--- config.mk ---
export PLATFORM = sky130hd
export DESIGN_NAME = rstcfg_sampler
export DESIGN_NICKNAME = d
export VERILOG_FILES = /design/src/rtl/rstcfg_pkg.sv /design/src/rtl/rstcfg_timer.sv /design/src/rtl/rstcfg_src_track.sv /design/src/rtl/rstcfg_capture.sv /design/src/rtl/rstcfg_sampler.sv
export SDC_FILE = /design/constraint.sdc
export NUM_CORES = 1
export LEC_CHECK = 0
export BUFFER_PORTS_ARGS = -buffer_cell sky130_fd_sc_hd__buf_2
export CAP_MARGIN = 10
export CELL_PAD_IN_SITES_DETAIL_PLACEMENT = 1
export CELL_PAD_IN_SITES_GLOBAL_PLACEMENT = 1
export CORE_ASPECT_RATIO = 0.6
export CORE_MARGIN = 2
export CORE_UTILIZATION = 25
export DETAILED_ROUTE_END_ITERATION = 8
export GPL_TIMING_DRIVEN = 0
export PLACE_DENSITY = 0.65
export SYNTH_ARGS = -nofsm -noshare
export SYNTH_HDL_FRONTEND = slang
export SYNTH_SLANG_ARGS = --single-unit
--- constraint.sdc ---
create_clock -name clk -period 2.2 [get_ports clk]
set_input_delay 0.66 -clock clk [delete_from_list [all_inputs] [get_ports clk]]
set_output_delay 0.66 -clock clk [all_outputs]
set_load 0.05 [all_outputs]
--- src/rtl/rstcfg_pkg.sv ---
// Shared constants for the reset configuration sampler.
// Assumes the reset source code is 3 bits wide. Codes 6 and 7 are unused and
// are treated like refreshing sources.
package rstcfg_pkg;
    localparam int SRC_W  = 3;
    localparam int BOOT_W = 2;

    localparam logic [SRC_W-1:0] SRC_POWERON = 3'd0;
    localparam logic [SRC_W-1:0] SRC_PIN     = 3'd1;
    localparam logic [SRC_W-1:0] SRC_WDOG    = 3'd2;
    localparam logic [SRC_W-1:0] SRC_DEBUG   = 3'd3;
    localparam logic [SRC_W-1:0] SRC_SWSYS   = 3'd4;
    localparam logic [SRC_W-1:0] SRC_SWPIN   = 3'd5;

    localparam logic [BOOT_W-1:0] BOOT_DEFAULT = 2'b00;
    localparam logic              WKP_DEFAULT  = 1'b1;

    // True when a reset of this source must keep the stored pull setting
    function automatic logic keeps_pull(input logic [SRC_W-1:0] src);
        return (src == SRC_DEBUG) || (src == SRC_SWPIN);
    endfunction
endpackage

--- src/rtl/rstcfg_timer.sv ---
// Reset-active window timer.
// Raises 'active' after an edge that sees 'req', and holds it for LEN cycles
// after the last request. Gives a one-cycle capture strobe in the cycle where
// LEAD cycles of the window remain. A request in that cycle wins over the strobe.
// Assumes LEN > LEAD >= 1.
module rstcfg_timer #(
    parameter int LEN  = 32,
    parameter int LEAD = 4
) (
    input  logic clk,
    input  logic rst_n,
    input  logic req,
    output logic active,
    output logic sample_stb
);
    localparam int CW = (LEN > 1) ? $clog2(LEN) : 1;
    localparam logic [CW-1:0] LAST_CNT   = CW'(LEN - 1);
    localparam logic [CW-1:0] SAMPLE_CNT = CW'(LEN - LEAD);

    logic [CW-1:0] cnt;

    // Window counter: restart on request, count while active, drop at the end
    always_ff @(posedge clk) begin
        if (!rst_n) begin
            active <= 1'b0;
            cnt    <= '0;
        end else if (req) begin
            active <= 1'b1;
            cnt    <= '0;
        end else if (active) begin
            if (cnt == LAST_CNT) begin
                active <= 1'b0;
                cnt    <= '0;
            end else begin
                cnt <= cnt + 1'b1;
            end
        end
    end

    // Capture strobe in the cycle where LEAD cycles of the window remain
    always_comb begin
        sample_stb = active && !req && (cnt == SAMPLE_CNT);
    end
endmodule

--- src/rtl/rstcfg_src_track.sv ---
// Pending reset source tracker.
// Holds the source code of the most recent request until capture. Tells the
// capture stage whether the pull setting must be refreshed and whether the
// current request is a power-on request.
module rstcfg_src_track
    import rstcfg_pkg::*;
(
    input  logic             clk,
    input  logic             rst_n,
    input  logic             req,
    input  logic [SRC_W-1:0] req_src,
    output logic [SRC_W-1:0] pend_src,
    output logic             pull_refresh,
    output logic             por_req
);
    // Keep the code of the last request; the newest request replaces it
    always_ff @(posedge clk) begin
        if (!rst_n) begin
            pend_src <= SRC_POWERON;
        end else if (req) begin
            pend_src <= req_src;
        end
    end

    // Decide the per-source rules
    always_comb begin
        pull_refresh = !keeps_pull(pend_src);
        por_req      = req && (req_src == SRC_POWERON);
    end
endmodule

--- src/rtl/rstcfg_capture.sv ---
// Reset status register.
// Loads the pull bit, the boot code and the source code on the capture strobe.
// A power-on request clears the pull bit and boot code to their defaults.
// Assumes the strobe and a request never come in the same cycle (the timer
// makes sure of that).
module rstcfg_capture
    import rstcfg_pkg::*;
(
    input  logic              clk,
    input  logic              rst_n,
    input  logic              sample_stb,
    input  logic              por_req,
    input  logic              pull_refresh,
    input  logic [SRC_W-1:0]  pend_src,
    input  logic              wkp_pin,
    input  logic              cfg_en,
    input  logic [BOOT_W-1:0] boot_pins,
    output logic              stat_wkp,
    output logic [BOOT_W-1:0] stat_boot,
    output logic [SRC_W-1:0]  stat_src
);
    logic [BOOT_W-1:0] boot_sel;

    // Pick the qualified boot pins or the default code
    always_comb begin
        boot_sel = cfg_en ? boot_pins : BOOT_DEFAULT;
    end

    // Status register update: block reset, power-on clear, or capture
    always_ff @(posedge clk) begin
        if (!rst_n) begin
            stat_wkp  <= WKP_DEFAULT;
            stat_boot <= BOOT_DEFAULT;
            stat_src  <= SRC_POWERON;
        end else if (por_req) begin
            stat_wkp  <= WKP_DEFAULT;
            stat_boot <= BOOT_DEFAULT;
        end else if (sample_stb) begin
            if (pull_refresh) begin
                stat_wkp <= wkp_pin;
            end
            stat_boot <= boot_sel;
            stat_src  <= pend_src;
        end
    end
endmodule

--- src/rtl/rstcfg_sampler.sv ---
// Reset configuration pin sampler, top level.
// Joins the window timer, the source tracker and the status register.
// Assumes rst_src is valid in every cycle where rst_req is high.
module rstcfg_sampler
    import rstcfg_pkg::*;
#(
    parameter int LEN  = 32,
    parameter int LEAD = 4
) (
    input  logic             clk,
    input  logic             rst_n,
    input  logic             rst_req,
    input  logic [SRC_W-1:0] rst_src,
    input  logic             cfg_en,
    input  logic [BOOT_W-1:0] boot_pins,
    input  logic             wkp_pin,
    output logic             rst_active,
    output logic             stat_wkp,
    output logic [BOOT_W-1:0] stat_boot,
    output logic [SRC_W-1:0] stat_src
);
    logic             sample_stb;
    logic [SRC_W-1:0] pend_src;
    logic             pull_refresh;
    logic             por_req;

    rstcfg_timer #(.LEN(LEN), .LEAD(LEAD)) u_timer (
        .clk        (clk),
        .rst_n      (rst_n),
        .req        (rst_req),
        .active     (rst_active),
        .sample_stb (sample_stb)
    );

    rstcfg_src_track u_src (
        .clk          (clk),
        .rst_n        (rst_n),
        .req          (rst_req),
        .req_src      (rst_src),
        .pend_src     (pend_src),
        .pull_refresh (pull_refresh),
        .por_req      (por_req)
    );

    rstcfg_capture u_cap (
        .clk          (clk),
        .rst_n        (rst_n),
        .sample_stb   (sample_stb),
        .por_req      (por_req),
        .pull_refresh (pull_refresh),
        .pend_src     (pend_src),
        .wkp_pin      (wkp_pin),
        .cfg_en       (cfg_en),
        .boot_pins    (boot_pins),
        .stat_wkp     (stat_wkp),
        .stat_boot    (stat_boot),
        .stat_src     (stat_src)
    );
endmodule

* Word level (Yosys, flattened, before mapping)
Index checks and enable logic that the tools add are counted.
Word-level totals: input bits 10, register bits after elaboration 15, output and inout port bits 7, logic and storage cells 29
Cells by class: $add $sub $neg 1, bitwise logic cells 3, eq/ne operators 4, reduce and logical (&&, ||, !) cells 10, muxes and demuxes 5
Operator list (count):
- $eq A5 B5 Y1 const B | 2
- $add A5 B1 Y5 const B | 1
- $mux W5 | 1
- $reduce_and A2 Y1 | 2
- $reduce_or A2 Y1 | 2
- $eq A3 B2 Y1 const B | 1
- $eq A3 B3 Y1 const B | 1
- $logic_and A1 B1 Y1 | 3
- $logic_not A3 Y1 | 1
- $mux W1 | 3
- $not A1 Y1 | 3
- $mux W2 | 1
- $logic_not A1 Y1 | 1
- $logic_or A1 B1 Y1 | 1

* Longest topological paths before layout
Gate-level depths: netlist of the first run.
depth in word-level cells 4, depth in mapped cells 6, gate-level depth less buffers 6

* Cells and area by module
A second synthesis of the first run with hierarchy kept.
Second synthesis, totals: cells, all modules 68, area total of the unflattened synthesis 704.4 um^2
By module, submodules not included:
- rstcfg_timer | sequential area each 120.1 um^2, cells each 34, times used 1, area each 332.8 um^2
- rstcfg_capture | sequential area each 120.1 um^2, cells each 22, times used 1, area each 235.2 um^2
- rstcfg_src_track | sequential area each 60.1 um^2, cells each 12, times used 1, area each 136.4 um^2

* Least setup slack after synthesis of the first run
Ideal clock, no wire load.
path type register to register, start point register u_timer.cnt[0], end point register u_timer.cnt[3], stages on the path, launching flop included 6, setup time 0.070 ns, path buffers 0, arrival 1.491 ns, clock period less this slack 1.561 ns, slack 0.639 ns, cell sequence dfxtp_1 > ha_1 > and3_1 > ha_1 > or4_1 > a21oi_1
Between the ends: cells in the longest elaborated chain, start to end 2, elaborated cells on any way between the ends 3, classes of those cells add/sub (1); eq/ne (1); mux (1)
Ends and longest elaborated chain:
- start: declaration | line rstcfg_timer.sv:20 | logic [CW-1:0] cnt;
- start signal: assignment | line rstcfg_timer.sv:35 | cnt <= cnt + 1'b1;
- $add A5 B1 Y5 or $eq A5 B5 Y1 (tied branches) | line rstcfg_timer.sv:35, rstcfg_timer.sv:31
- $mux W5 * | line rstcfg_timer.sv:31 | if (cnt == LAST_CNT) begin
Every way passes the cells marked *; elsewhere a longest branch is shown, timed or not. A chain may end at the register's enable or synchronous reset.

* Final worst setup path of the first run
Ends and elaborated chain as after synthesis.

==> results of run 1 <==
-- placed cells by master (no fill, tap or decap), drive strengths merged, types with 3 or more instances in the layout --
cell    count
mux2i       6
inv         4
nand3       4
o21ai       7
dfxtp      15
ha          3
buf        17
a21oi       7
clkbuf      4
nor2        7
-- cells by family after synthesis --
kind of cell / Yosys count
buffers and inverters: 6
multiplexers: 6
AND/OR/NAND/NOR: 27
flip-flops: 15
adder cells (fa/ha/maj): 3
XOR/XNOR: 1
AO/OA/AOI/OAI: 18
-- synthesized netlist by cell type (all sizes together) --
master  count  area (sq um)
a211oi      1          12.5
a21oi       7          35.0
a22oi       1          7.51
a31oi       1          6.26
and2        1          6.26
and3        1          6.26
and4b       1          10.0
buf         2          16.3
dfxtp      15           300
ha          3          37.5
inv         4          15.0
mux2i       6          60.1
nand2       1          3.75
nand2b      2          12.5
nand3       4          20.0
nand4       2          12.5
nand4b      1          8.76
nor2        7          26.3
nor2b       2          12.5
nor3        2          10.0
nor3b       1          7.51
nor4b       1          8.76
o21a        1          7.51
o21ai       7          35.0
or4         1          7.51
xor2        1          8.76
-- critical path, cell delays in order (launching register included) --
cell	delay [ns]
dfxtp_1	0.35
ha_1	0.24
and3_1	0.19
ha_1	0.23
or4_1	0.47
a21oi_1	0.13
-- state kept, by name, summed over array words and instances, names as in the netlist --
name             flops
u_cap.stat_boot      2
u_timer.active       1
u_cap.stat_wkp       1
u_cap.stat_src       3
u_src.pend_src       3
u_timer.cnt          5
-- cell type report --
type	count	area [sq um]	area share [%]
Buffer	2	16.3	1.90
Sequential cell	15	300	35.1
Tap cell	32	40.0	4.69
Inverter	4	15.0	1.76
Clock buffer	4	45.0	5.27
Timing Repair Buffer	15	75.1	8.78
Multi-Input combinational cell	55	363	42.5
-- power groups by stage --
stage	Sequential, mW	Clock [mW]	Combinational, mW
2_1_floorplan	0.292	0	0.0262
3_3_place_gp	0.289	0	0.0457
6_report	0.283	0.220	0.0466
5_1_grt	0.284	0.245	0.0515
3_5_place_dp	0.289	0	0.0470
4_1_cts	0.283	0.230	0.0471
-- stage by stage --
stage          util (%)  hold WS (ns)  setup slack [ns]  power, mW  instance area, sq um
2_1_floorplan         -         0.467             0.639      0.318                   694
3_3_place_gp       31.4         0.461             0.456      0.335                   810
3_5_place_dp       31.4         0.477             0.436      0.336                   810
4_1_cts            33.2         0.485             0.500      0.561                   855
5_1_grt            33.2         0.517             0.425      0.581                   855
6_report           33.2         0.485             0.520      0.550                   855
-- worst min path at each step --
stage / endpoint / slack [ns]
after global placement: u_cap.stat_boot[0]$_SDFFE_PP0P_ / 0.46
after CTS: u_cap.stat_src[1]$_SDFFE_PN0P_ / 0.48
after detailed placement: u_cap.stat_src[1]$_SDFFE_PN0P_ / 0.48
final: u_cap.stat_src[2]$_SDFFE_PN0P_ / 0.49
after global routing: u_cap.stat_src[1]$_SDFFE_PN0P_ / 0.52
after floorplan: u_cap.stat_src[2]$_SDFFE_PN0P_ / 0.47
-- per-layer routing --
metal / track usage (%) / vias to the layer above
li1: - / 315
met1: 17.4 / 277
met2: 15.6 / 20
met3: 5.58 / 4
met4: 7.92 / 0
met5: 0 / -
==> reports/metrics.csv, run 1 <==
metric;value;unit
Pre-antenna DRT Iters;4;
wire length on met3;141;microns
Worst setup EP type;flip-flop;
R2R depth;5;
yosys warns;0;
mux cell area share after synthesis;8.65;%
largest net degree at the start of global routing;9;
Psw;0.124;mW
H-tree depth;1;
# DRC;0;
worst slew pin tran;0.592;ns
Tcrit/Tclk final;76.4;%
routed via count;616;
Fillers;304;
final clock skew;0.00163;ns
Avg Vias per Cell;4.85;
wire per inst;13.8;microns
Post-CTS Setup Bufs;0;
gr usage total;12.6;%
RR Endpoint;u_timer.cnt[3]$_SDFFE_PP0P_;
f_max;0.595;GHz
worst hold path class;reg2reg;
highest metal used;met4;
Clock Path Buffers;2;
Post-Synth XOR/XNOR Area;1.26;%
hold wc startpoint;u_cap.stat_src[2]$_SDFFE_PN0P_;
core area;0.00257;sq mm
Mapped Cells;76;
share of cells above drive strength 1;23.2;%
Synth Area in Simple Gates;22.0;%
FF-to-FF Start;u_timer.cnt[0]$_SDFFE_PP0P_;
fin nets;109;
Area Overhead vs Synth;23.1;%
unrepaired setup endpoints after global routing;no;
Pwr Density;644;mW/mm^2
Synth cell types;28;
final WL;1750;microns
Starting DRT DRC Count;21;
post-synthesis compound-gate area fraction;15.0;%
Die ar.;0.00323;sq mm
initial antenna violation count;0;
largest family of logic cells by synthesized area;simple AND/OR/NAND/NOR gates;
Setup crit start kind;flip-flop;
Max VDD drop;0.290;mV
sw frac;22.6;%
clk_lat worst skew;0.25;ns
Slew Limit Fails;0;
FF+latch count, synth;15;
WS Path Type;reg2reg;
Final ANT Viol Nets;0;
status;finished, final reports clean;
syn avg cell area;9.14;sq um
worst reg-to-reg setup slack;0.52;ns
CTS buffer count;3;
PortBufs;15;
grt ovf;0;
Max-Cap Viols;0;
Flop pwr share;51.5;%
CP required;2.38;ns
Setup crit end;u_timer.cnt[3]$_SDFFE_PP0P_;
Max FO, Critical Path;6;
final hold vios;0;
wire length on met1;914;microns
Layout Cells excl Fill;127;
cell internal pwr;0.426;mW
Worst-path clk slew;0.06;ns
Post-Synth Adder-Cell Area;5.41;%
min Tclk post-route;1.68;ns
TNS Setup;0;ns
Hold Crit Depth;2;
Syn Nets;89;
Placed Cells;123;
I/O Pins;17;
max_slew headroom;60.0;%
Core Rows;14;
vias in the first global route;567;
CTS tree;built;
leak pwr;0.353;nW
arrival time at the worst endpoint;1.86;ns
Sink Count;15;
n_diodes;0;
die height;44.8;microns
Post-Syn Area;694;sq um
Post-CTS Resized;0;
Die W;72.0;microns
crit path from;u_timer.cnt[0]$_SDFFE_PP0P_;
dpl hpwl;1350;microns
root buf cell;clkbuf_8;
clock share of power;40.0;%
Post-CTS Hold Buffers;0;
first-pass GRT wire length;2850;microns
Initial Utilization;27.0;%
final setup violation count;0;
met2 routed wirelength;644;microns
final estimated routing congestion in global placement;0.711;
sequential area share after synthesis;43.2;%
part of the power in combinational logic;8.5;%
No activity file was read; power rests on OpenSTA's default activity.
==> run 2: changes to the inputs <==
==> constraint.sdc (replaced) <==
create_clock -name clk -period 1.6 [get_ports clk]
set_input_delay 0.48 -clock clk [delete_from_list [all_inputs] [get_ports clk]]
set_output_delay 0.48 -clock clk [all_outputs]
set_load 0.05 [all_outputs]
==> run 2 against run 1 <==
- first-iteration DRC count decreased by 9.5%
- critical path depth unchanged
- count of clock-buffer cells in the layout unchanged
- combinational power increased by 44%
- clock skew hardly changed
- global-route usage unchanged
- maximum frequency up 8.6%
- final cell count rose by 0.79%
- sequential cell count unchanged
- non-clock buffer count up 1
- cell area up 5.9%
- setup slack worse by 0.47 ns
- critical path type unchanged
- highest routed layer unchanged
==> reports/metrics.csv, run 2 (same netlist as run 1, synthesis figures left out) <==
metric;value;unit
status;finished, final reports clean;
RR Endpoint;u_timer.cnt[3]$_SDFFE_PP0P_;
Clock Path Buffers;2;
leak pwr;0.354;nW
hold path endpoint;u_cap.stat_src[2]$_SDFFE_PN0P_;
fin util;35.1;%
initial antenna violation count;0;
n_diodes;0;
Area Overhead vs Synth;30.3;%
hold wc startpoint;u_cap.stat_src[2]$_SDFFE_PN0P_;
cell internal pwr;0.586;mW
part of the power in combinational logic;8.8;%
I/O Pins;17;
clock share of power;39.9;%
CP required;1.78;ns
Core Rows;14;
f_max;0.646;GHz
sw frac;22.8;%
min Tclk post-route;1.55;ns
Pre-antenna DRT Iters;4;
Pwr Density;840;mW/mm^2
final clock skew;0.00151;ns
Fillers;300;
R2R depth;5;
grt ovf;0;
Initial Utilization;27.0;%
Avg Vias per Cell;4.89;
final WL;1820;microns
wire per inst;14.2;microns
CTS buffer count;3;
worst hold path class;reg2reg;
FF-to-FF Start;u_timer.cnt[0]$_SDFFE_PP0P_;
Slew Limit Fails;0;
most common cell after layout, fill and taps aside;buf_2;
largest registers;u_timer.cnt x5, u_cap.stat_src x3, u_src.pend_src x3;
final hold vios;0;
gr usage total;12.6;%
arrival time at the worst endpoint;1.73;ns
number of flip-flops under the largest register name;5;
WS Path Type;reg2reg;
Setup crit start kind;flip-flop;
Worst setup EP type;flip-flop;
worst reg-to-reg setup slack;0.05;ns
routed via count;626;
commonest non-fill, non-tap cells in the layout;buf_2, dfxtp_1, nor2_1, o21ai_0;
Final ANT Viol Nets;0;
register with the most flip-flops;u_timer.cnt;
Max FO, Critical Path;5;
share of cells above drive strength 1;31.3;%
CTS tree;built;
fin nets;110;
first-pass GRT wire length;2850;microns
Placed Cells;123;
final estimated routing congestion in global placement;0.711;
Flop pwr share;51.3;%
final setup violation count;0;
Hold Crit Depth;2;
Layout Cells excl Fill;128;
dpl hpwl;1350;microns
Sink Count;15;
Die ar.;0.00323;sq mm
Max VDD drop;0.399;mV
die height;44.8;microns
Worst-path clk slew;0.06;ns
largest net degree at the start of global routing;9;
# DRC;0;
PortBufs;15;
core area;0.00257;sq mm
max_slew headroom;61.0;%
H-tree depth;1;
vias in the first global route;567;
Max-Cap Viols;0;
clk_lat worst skew;0.25;ns
Tcrit/Tclk final;96.7;%
Psw;0.174;mW
worst slew pin tran;0.578;ns
Starting DRT DRC Count;19;
root buf cell;clkbuf_8;
Die W;72.0;microns
-- run 2: repair_timing --
action	in CTS	in global routing
hold buffers	0	0
resized for setup	3	7
setup endpoints to repair	1	1
pin swaps	0	1
buffers inserted	0	1
-- run 2: layout make-up --
class	count	area, sq um	share of cell area (%)
inverter	4	15.0	1.66
tap	32	40.0	4.43
buffer	2	16.3	1.80
clock buffer	4	45.0	4.98
timing repair buffer	16	82.6	9.13
sequential	15	305	33.7
multi-input combinational	55	400	44.3
-- run 2: power groups by stage --
stage	Clock [mW]	Sequential [mW]	Combinational, mW
after global placement	0	0.397	0.0629
after CTS	0.317	0.390	0.0647
after global routing	0.337	0.390	0.0739
after detailed placement	0	0.398	0.0646
after floorplan	0	0.401	0.0361
final	0.303	0.389	0.0671
-- run 2: routing by layer --
metal / vias up / wire length, microns / GRT usage (%)
li1: 317 / - / -
met1: 287 / 951 / 17.4
met2: 18 / 684 / 15.6
met3: 4 / 129 / 5.58
met4: 0 / 50 / 7.92
met5: - / 0 / 0
-- run 2: worst max-delay path by stage --
stage,startpoint,end,cells past startpoint,slack [ns]
final,u_timer.cnt[0]$_SDFFE_PP0P_,u_timer.cnt[3]$_SDFFE_PP0P_,5,0.05
after global routing,u_timer.cnt[0]$_SDFFE_PP0P_,u_timer.cnt[3]$_SDFFE_PP0P_,5,-0.002
after CTS,u_timer.cnt[1]$_SDFFE_PP0P_,u_timer.cnt[3]$_SDFFE_PP0P_,5,0.002
after detailed placement,u_timer.cnt[0]$_SDFFE_PP0P_,u_timer.cnt[3]$_SDFFE_PP0P_,5,-0.08
after global placement,u_timer.cnt[0]$_SDFFE_PP0P_,u_timer.cnt[3]$_SDFFE_PP0P_,5,-0.05
after floorplan,u_timer.cnt[0]$_SDFFE_PP0P_,u_timer.cnt[3]$_SDFFE_PP0P_,5,0.04
-- run 2: metrics by stage --
| step | power [mW] | worst slack (ns) | area, sq um | hold WS (ns) | setup TNS [ns] |
|---|---|---|---|---|---|
| 3_3_place_gp | 0.460 | -0.0522 | 810 | 0.461 | -0.0522 |
| 4_1_cts | 0.771 | 0.00205 | 861 | 0.485 | 0 |
| 5_1_grt | 0.801 | -0.00172 | 905 | 0.491 | -0.00172 |
| 6_report | 0.760 | 0.0526 | 905 | 0.485 | 0 |
| 2_1_floorplan | 0.438 | 0.0387 | 694 | 0.467 | 0 |
| 3_5_place_dp | 0.462 | -0.0769 | 810 | 0.477 | -0.0769 |
-- run 2: critical path, cell delays in order, from the launching register on --
cell and delay [ns]:
dfxtp_4 0.36, ha_4 0.16, and3_4 0.18, ha_4 0.17, or4_4 0.47, a21oi_2 0.14
